[config.mk]
export PLATFORM = sky130hd
export DESIGN_NAME = ftk_sequencer
export DESIGN_NICKNAME = d
export VERILOG_FILES = /design/src/rtl/ftk_pkg.sv /design/src/rtl/ftk_lcw_decode.sv /design/src/rtl/ftk_clock_adv.sv /design/src/rtl/ftk_sequencer.sv
export SDC_FILE = /design/constraint.sdc
export NUM_CORES = 1
export LEC_CHECK = 0
export BUFFER_PORTS_ARGS = -buffer_cell sky130_fd_sc_hd__buf_2
export CAP_MARGIN = 20
export CORE_MARGIN = 8
export CORE_UTILIZATION = 30
export DETAILED_ROUTE_END_ITERATION = 12
export PLACE_DENSITY_LB_ADDON = 0.12
export REMOVE_ABC_BUFFERS = 1
export SETUP_SLACK_MARGIN = 0.1
export SLEW_MARGIN = 25
export SYNTH_ARGS = -nofsm -noshare
export SYNTH_HDL_FRONTEND = slang
export SYNTH_SLANG_ARGS = --single-unit
[constraint.sdc]
create_clock -name clk -period 3.2 [get_ports clk]
set_input_delay 0.64 -clock clk [delete_from_list [all_inputs] [get_ports clk]]
set_output_delay 0.64 -clock clk [all_outputs]
set_load 0.02 [all_outputs]
[src/rtl/ftk_pkg.sv]
// Package: shared widths, constants, phase encoding and the decoded
// linkage-word record used by the fault-test kernel sequencer.
// Assumes 32-bit storage words with bit 0 the most significant bit.
package ftk_pkg;
    localparam int WORD_W = 32;
    localparam int CS_AW  = 12;
    localparam int SEQ_W  = 3;

    typedef logic [SEQ_W-1:0] seq_t;
    typedef logic [CS_AW-1:0] csa_t;

    localparam seq_t SEQ_STOP = 3'd7;
    localparam csa_t SO_ENTRY = 12'h2C0;

    // Decoded linkage control word fields that drive state.
    typedef struct packed {
        seq_t seq;
        logic io_mode;
        csa_t cs_start;
    } lcw_t;

    typedef enum logic [3:0] {
        PH_IDLE, PH_SI_RD, PH_SI_CAP, PH_LCW_RD, PH_LCW_CAP, PH_LCW_EXE,
        PH_ADV, PH_SV_RD, PH_SV_WR, PH_DUMP, PH_FIN
    } phase_e;
endpackage

[src/rtl/ftk_lcw_decode.sv]
// Linkage-word decoder: pure combinational field extraction.
// Assumes the word is numbered with bit 0 as the MSB. Bits that are forced
// rather than copied (supervisory flags) and reserved bits are dropped here.
module ftk_lcw_decode
    import ftk_pkg::*;
(
    input  logic [WORD_W-1:0] word,
    output lcw_t              fields
);
    localparam int SEQ_MSB = WORD_W - 1;        // bit 0
    localparam int IO_POS  = WORD_W - 1 - 7;    // bit 7
    localparam int CS_MSB  = WORD_W - 1 - 19;   // bits 19..30

    logic unused_bits;

    // Field extraction.
    always_comb begin
        fields.seq      = word[SEQ_MSB -: SEQ_W];
        fields.io_mode  = word[IO_POS];
        fields.cs_start = word[CS_MSB -: CS_AW];
    end

    // Bits with no function here.
    assign unused_bits = ^{word[SEQ_MSB-SEQ_W:IO_POS+1], word[IO_POS-1:CS_MSB+1],
                           word[CS_MSB-CS_AW:0]};
endmodule

[src/rtl/ftk_clock_adv.sv]
// Clock-advance engine: holds the sequence counter and control-store address.
// On load takes the linkage fields. While enabled, executes one control-store
// word per cycle (skipped when the address is zero) and steps the counter.
// When the counter sits at the stop value it forces the scan-out entry and
// reports completion. Assumes load and enable are never high together.
module ftk_clock_adv
    import ftk_pkg::*;
#(
    parameter seq_t STOP  = SEQ_STOP,
    parameter csa_t ENTRY = SO_ENTRY
) (
    input  logic clk,
    input  logic rst_n,
    input  logic load,
    input  seq_t load_seq,
    input  csa_t load_cs,
    input  logic adv_en,
    input  csa_t cs_next,
    output csa_t cs_addr,
    output seq_t seq_cnt,
    output logic cs_step,
    output logic adv_done
);
    logic at_stop;
    logic zero_word;

    assign at_stop   = (seq_cnt == STOP);
    assign zero_word = (cs_addr == '0);
    assign cs_step   = adv_en && !at_stop && !zero_word;
    assign adv_done  = adv_en && at_stop;

    // Counter and address register update.
    always_ff @(posedge clk) begin
        if (!rst_n) begin
            seq_cnt <= '0;
            cs_addr <= '0;
        end else if (load) begin
            seq_cnt <= load_seq;
            cs_addr <= load_cs;
        end else if (adv_en) begin
            if (at_stop) begin
                cs_addr <= ENTRY;
            end else begin
                seq_cnt <= seq_cnt + seq_t'(1);
                if (!zero_word) cs_addr <= cs_next;
            end
        end
    end
endmodule

[src/rtl/ftk_sequencer.sv]
// Fault-test kernel sequencer top. Walks one test through scan-in, linkage
// fetch and execute, clock advance, save of two test words, register dump
// and a done pulse. Assumes storage reads return data one cycle after the
// strobe and that scan_out_data follows scan_sel combinationally.
module ftk_sequencer
    import ftk_pkg::*;
#(
    parameter int                ADDR_W     = 16,
    parameter int                N_SCAN_IN  = 11,
    parameter int                N_SCAN_OUT = 14,
    parameter int                SEL_W      = $clog2(N_SCAN_OUT),
    parameter logic [ADDR_W-1:0] SAVE_A     = 'h80,
    parameter logic [ADDR_W-1:0] SAVE_B     = 'h84,
    parameter logic [ADDR_W-1:0] DUMP_BASE  = 'h100
) (
    input  logic              clk,
    input  logic              rst_n,
    input  logic              start,
    input  logic [ADDR_W-1:0] test_base,
    output logic              mem_rd_en,
    output logic [ADDR_W-1:0] mem_rd_addr,
    input  logic [WORD_W-1:0] mem_rd_data,
    output logic              mem_wr_en,
    output logic [ADDR_W-1:0] mem_wr_addr,
    output logic [WORD_W-1:0] mem_wr_data,
    output logic              scan_in_valid,
    output logic [SEL_W-1:0]  scan_sel,
    output logic [WORD_W-1:0] scan_in_data,
    input  logic [WORD_W-1:0] scan_out_data,
    output logic [CS_AW-1:0]  cs_addr,
    input  logic [CS_AW-1:0]  cs_next,
    output logic              cs_step,
    output logic [SEQ_W-1:0]  seq_cnt,
    output logic              io_mode_flag,
    output logic              supv_flag,
    output logic              prog_scan_flag,
    output logic              sup_en_flag,
    output logic              done
);
    localparam logic [ADDR_W-1:0] WSTEP   = ADDR_W'(4);
    localparam logic [SEL_W-1:0]  LAST_SI = SEL_W'(N_SCAN_IN - 1);
    localparam logic [SEL_W-1:0]  LAST_SO = SEL_W'(N_SCAN_OUT - 1);

    phase_e              phase;
    logic [ADDR_W-1:0]   iar;
    logic [SEL_W-1:0]    idx;
    logic [WORD_W-1:0]   sdr;
    lcw_t                lcw;
    logic                adv_done;

    ftk_lcw_decode u_dec (
        .word   (sdr),
        .fields (lcw)
    );

    ftk_clock_adv u_adv (
        .clk      (clk),
        .rst_n    (rst_n),
        .load     (phase == PH_LCW_EXE),
        .load_seq (lcw.seq),
        .load_cs  (lcw.cs_start),
        .adv_en   (phase == PH_ADV),
        .cs_next  (cs_next),
        .cs_addr  (cs_addr),
        .seq_cnt  (seq_cnt),
        .cs_step  (cs_step),
        .adv_done (adv_done)
    );

    // Phase machine, word address register, index and linkage-word flags.
    always_ff @(posedge clk) begin
        if (!rst_n) begin
            phase          <= PH_IDLE;
            iar            <= '0;
            idx            <= '0;
            sdr            <= '0;
            io_mode_flag   <= 1'b0;
            supv_flag      <= 1'b0;
            prog_scan_flag <= 1'b0;
            sup_en_flag    <= 1'b0;
        end else begin
            case (phase)
                PH_IDLE: if (start) begin
                    iar   <= test_base;
                    idx   <= '0;
                    phase <= PH_SI_RD;
                end
                PH_SI_RD: phase <= PH_SI_CAP;
                PH_SI_CAP: begin
                    iar <= iar + WSTEP;
                    if (idx == LAST_SI) begin
                        idx   <= '0;
                        phase <= PH_LCW_RD;
                    end else begin
                        idx   <= idx + SEL_W'(1);
                        phase <= PH_SI_RD;
                    end
                end
                PH_LCW_RD: phase <= PH_LCW_CAP;
                PH_LCW_CAP: begin
                    sdr   <= mem_rd_data;
                    iar   <= iar + WSTEP;
                    phase <= PH_LCW_EXE;
                end
                PH_LCW_EXE: begin
                    io_mode_flag   <= lcw.io_mode;
                    supv_flag      <= 1'b1;
                    prog_scan_flag <= 1'b0;
                    sup_en_flag    <= 1'b0;
                    phase          <= PH_ADV;
                end
                PH_ADV: if (adv_done) phase <= PH_SV_RD;
                PH_SV_RD: phase <= PH_SV_WR;
                PH_SV_WR: begin
                    iar <= iar + WSTEP;
                    if (idx != '0) begin
                        idx   <= '0;
                        phase <= PH_DUMP;
                    end else begin
                        idx   <= SEL_W'(1);
                        phase <= PH_SV_RD;
                    end
                end
                PH_DUMP: begin
                    if (idx == LAST_SO) begin
                        idx   <= '0;
                        phase <= PH_FIN;
                    end else begin
                        idx <= idx + SEL_W'(1);
                    end
                end
                PH_FIN:  phase <= PH_IDLE;
                default: phase <= PH_IDLE;
            endcase
        end
    end

    // Storage and scan strobes decoded from the phase.
    always_comb begin
        mem_rd_en     = (phase == PH_SI_RD) || (phase == PH_LCW_RD) || (phase == PH_SV_RD);
        mem_rd_addr   = iar;
        scan_in_valid = (phase == PH_SI_CAP);
        scan_in_data  = mem_rd_data;
        scan_sel      = idx;
        mem_wr_en     = (phase == PH_SV_WR) || (phase == PH_DUMP);
        mem_wr_addr   = '0;
        mem_wr_data   = '0;
        if (phase == PH_SV_WR) begin
            mem_wr_addr = (idx == '0) ? SAVE_A : SAVE_B;
            mem_wr_data = mem_rd_data;
        end else if (phase == PH_DUMP) begin
            mem_wr_addr = DUMP_BASE + (ADDR_W'(idx) << 2);
            mem_wr_data = scan_out_data;
        end
        done = (phase == PH_FIN);
    end
endmodule

==> flow_metrics.py <==
metrics = {
    "routing": {
        "vias": 3962,
        "drt_iter0_drc": 238,
        "wirelength_um": 13400,
        "first_pass_iters": 4,
        "routed_via_density": 4.84,
        "routedWlPerCell_um": 16.4,
        "route.detailed.drc": 0,
        "detail-route-antenna-nets": 0,
    },
    "worst_hold_path": {
        "min_to": "mem_rd_addr[0]",
        "hp-class": "reg2reg",
        "holdPathStages": 2,
        "worstHoldStart": "mem_rd_addr[0]",
    },
    "yosys": {
        "synth_top_area_cell": "dfxtp_1",
        "synth-seq-area-share_pct": 30.2,
        "ys_warn_count": 0,
        "syn_inst": 479,
        "yosys.cell_types.count": 67,
        "yosys_register_bits": 57,
        "async_flop_share_pct": 0,
        "synth_top_area_share_pct": 30.2,
        "synth_flop_cell": "dfxtp_1",
        "synth_edf_count": 0,
        "avgSynthCellArea_um2": 7.89,
        "netlist_top_cells_area": "dfxtp_1 (30%), mux2i_1 (12%), buf_4 (8.9%), nor2_1 (5.7%), a21oi_1 (5.4%)",
        "yosys-top-cells-count": "dfxtp_1 (57), nor2_1 (57), nand2_1 (53)",
        "syn-cell-area_um2": 3780,
    },
    "timing": {
        "tightestPinTransition_ps": 704,
        "relSlewSlack_pct": 52.7,
        "finClkSkew_ps": 9.64,
        "setup_viol": 0,
        "slew_viol_final": 0,
        "hold_violations": 0,
        "fmax_ghz": 0.378,
        "timing.hold.ws_ps": 450,
        "min_period_ps": 2640,
        "rsz0062_at_grt": "false",
        "min_period_over_period_pct": 82.6,
    },
    "placed_design": {
        "dp_hpwl_um": 10200,
        "place.port_buffers": 206,
        "place_congestion": 0.834,
    },
    "critical_path": {
        "cpPeakStageDelay_ps": 770,
        "worstSetupEndpointType": "output pin",
        "cp_data_arrival_time_ps": 2000,
        "ff2ff_path_depth": 5,
        "rrSetupSlack_ps": 1060,
        "r2r_end": "scan_sel[3]",
        "cp_num_cells": 4,
        "crit_path_max_fanout": 23,
        "required_ps": 2560,
        "crit_slowest_cell": "dfxtp_2",
        "path_cells": "inv_1, and2_1, nor3_1, buf_2",
        "critPathTopFamily": "flip-flops",
        "critPathKind": "reg2out",
        "crit_path_start_kind": "flop",
        "path_buf_inv": 2,
        "reg2reg_from": "phase[0]",
    },
    "flow_run": {
        "maxCapViolCount": 0,
    },
    "global_routing": {
        "grtUsageTotal_pct": 16.1,
        "grt_max_degree": 39,
        "gr-usage-met1_pct": 18.4,
        "grt_util_met3_pct": 6.57,
        "met2_usage_pct": 27.6,
        "top_usage_layer": "met2",
        "grt_pass1_vias": 4195,
        "antenna_found_initial": 1,
        "grt_first_pass_wirelength_um": 21200,
        "grt.overflow.total": 0,
    },
    "clock_tree": {
        "clock_sinks": 57,
        "root_buffer": "clkbuf_16",
        "cts_resized": 0,
        "cts_buffers": 9,
        "path_clk_slew_ps": 50,
        "clockBufferDepth": 2,
        "cts_setup_buffers": 0,
        "cts_tree": "yes",
        "clk_latency_ps": 330,
        "ctsHtreeMaxLevel": 3,
        "hold_buffers": 0,
    },
    "pwr": {
        "vdd_drop_max_uv": 268,
        "leakagePower_nw": 2.35,
        "pwr_density_cell_nw_per_um2": 470,
    },
    "floorplan": {
        "die_h_um": 128,
        "coreArea_um2": 12500,
        "num_rows": 41,
        "ios": 219,
        "die_width_um": 128,
        "dieArea_um2": 16500,
        "start_util_pct": 30.3,
    },
    "final_layout": {
        "drive_above_1_share_pct": 37.6,
        "fin_nets": 739,
        "antenna_cells": 0,
        "fin_util_pct": 39.8,
        "syn_to_final_growth_pct": 31.2,
    },
    "run_status": {
        "status": "finished, final reports clean",
    },
}
## cell usage in the layout (no fill, tap or decap), drive strengths merged, types with 9 or more instances in the layout
cell / count
a21oi: 41
buf: 215
clkbuf: 9
conb: 12
dfxtp: 57
inv: 15
mux2i: 46
nand2: 54
nand3: 11
nor2: 57
## area by class of cell
| type | instances | area [um^2] |
|---|---|---|
| inverter | 15 | 56.3 |
| clock buffer | 9 | 225 |
| multi-input combinational | 343 | 2140 |
| tap | 172 | 215 |
| fill | 1347 | 7500 |
| sequential | 57 | 1140 |
| clock inverter | 7 | 71.3 |
| timing repair buffer | 215 | 1110 |
## sequential cells by signal, summed over array words and instances (netlist names)
name / flops
io_mode_flag: 1
mem_rd_addr: 16
phase: 4
scan_sel: 4
sdr: 16
supv_flag: 1
u_adv.cs_addr: 12
u_adv.seq_cnt: 3
## logic make-up (layout without fill, tap and decap cells)
| family | after synthesis | after routing | share of synthesized area [%] |
|---|---|---|---|
| xor+xnor | 2 | 2 | 0.463 |
| compound gates | 101 | 101 | 18.1 |
| flops | 57 | 57 | 30.2 |
| fa+ha+maj | 3 | 3 | 0.993 |
| simple gates | 179 | 179 | 23.7 |
| buf+inv | 90 | 246 | 14.3 |
| other cells | 1 | 12 | 0.0992 |
| mux | 46 | 46 | 12.2 |
## per-stage QoR
stage	instances	instance area, um^2	power (mW)	setup TNS [ps]	setup slack [ps]
2_1_floorplan	415	3340	1.14	-5.05	-5.05
3_3_place_gp	802	4670	1.39	0	907
3_5_place_dp	802	4670	1.39	0	863
4_1_cts	818	4960	2.35	0	526
5_1_grt	818	4960	2.45	0	404
6_report	818	4960	2.33	0	557
## worst max-delay path by stage
stage                         from        endpoint  slack, ps
final                     phase[0]  mem_wr_addr[2]        560
after global routing      phase[0]  mem_wr_addr[2]        400
after CTS                 phase[0]  mem_wr_addr[2]        530
after detailed placement  phase[0]  mem_wr_addr[2]        860
after global placement    phase[0]  mem_wr_addr[2]        910
after floorplan           phase[0]  mem_wr_addr[2]         -5
## report_power, final
part	switching, mW	internal [mW]
clock network	0.359	0.600
registers	0.0665	0.759
logic	0.328	0.221
## worst reg2reg max path: stages, from the launching register on
cell	delay [ps]
dfxtp_2	770
buf_12	280
and4bb_1	320
a21boi_1	400
o221a_1	250
a21o_1	80
## routing by layer
metal / vias to the layer above / share of wire (%)
li1: 1980 / -
met2: 154 / 48
met1: 1820 / 43
met5: - / 0
met3: 8 / 8.6
met4: 0 / 0.67
(Power assumes the default switching activity.)
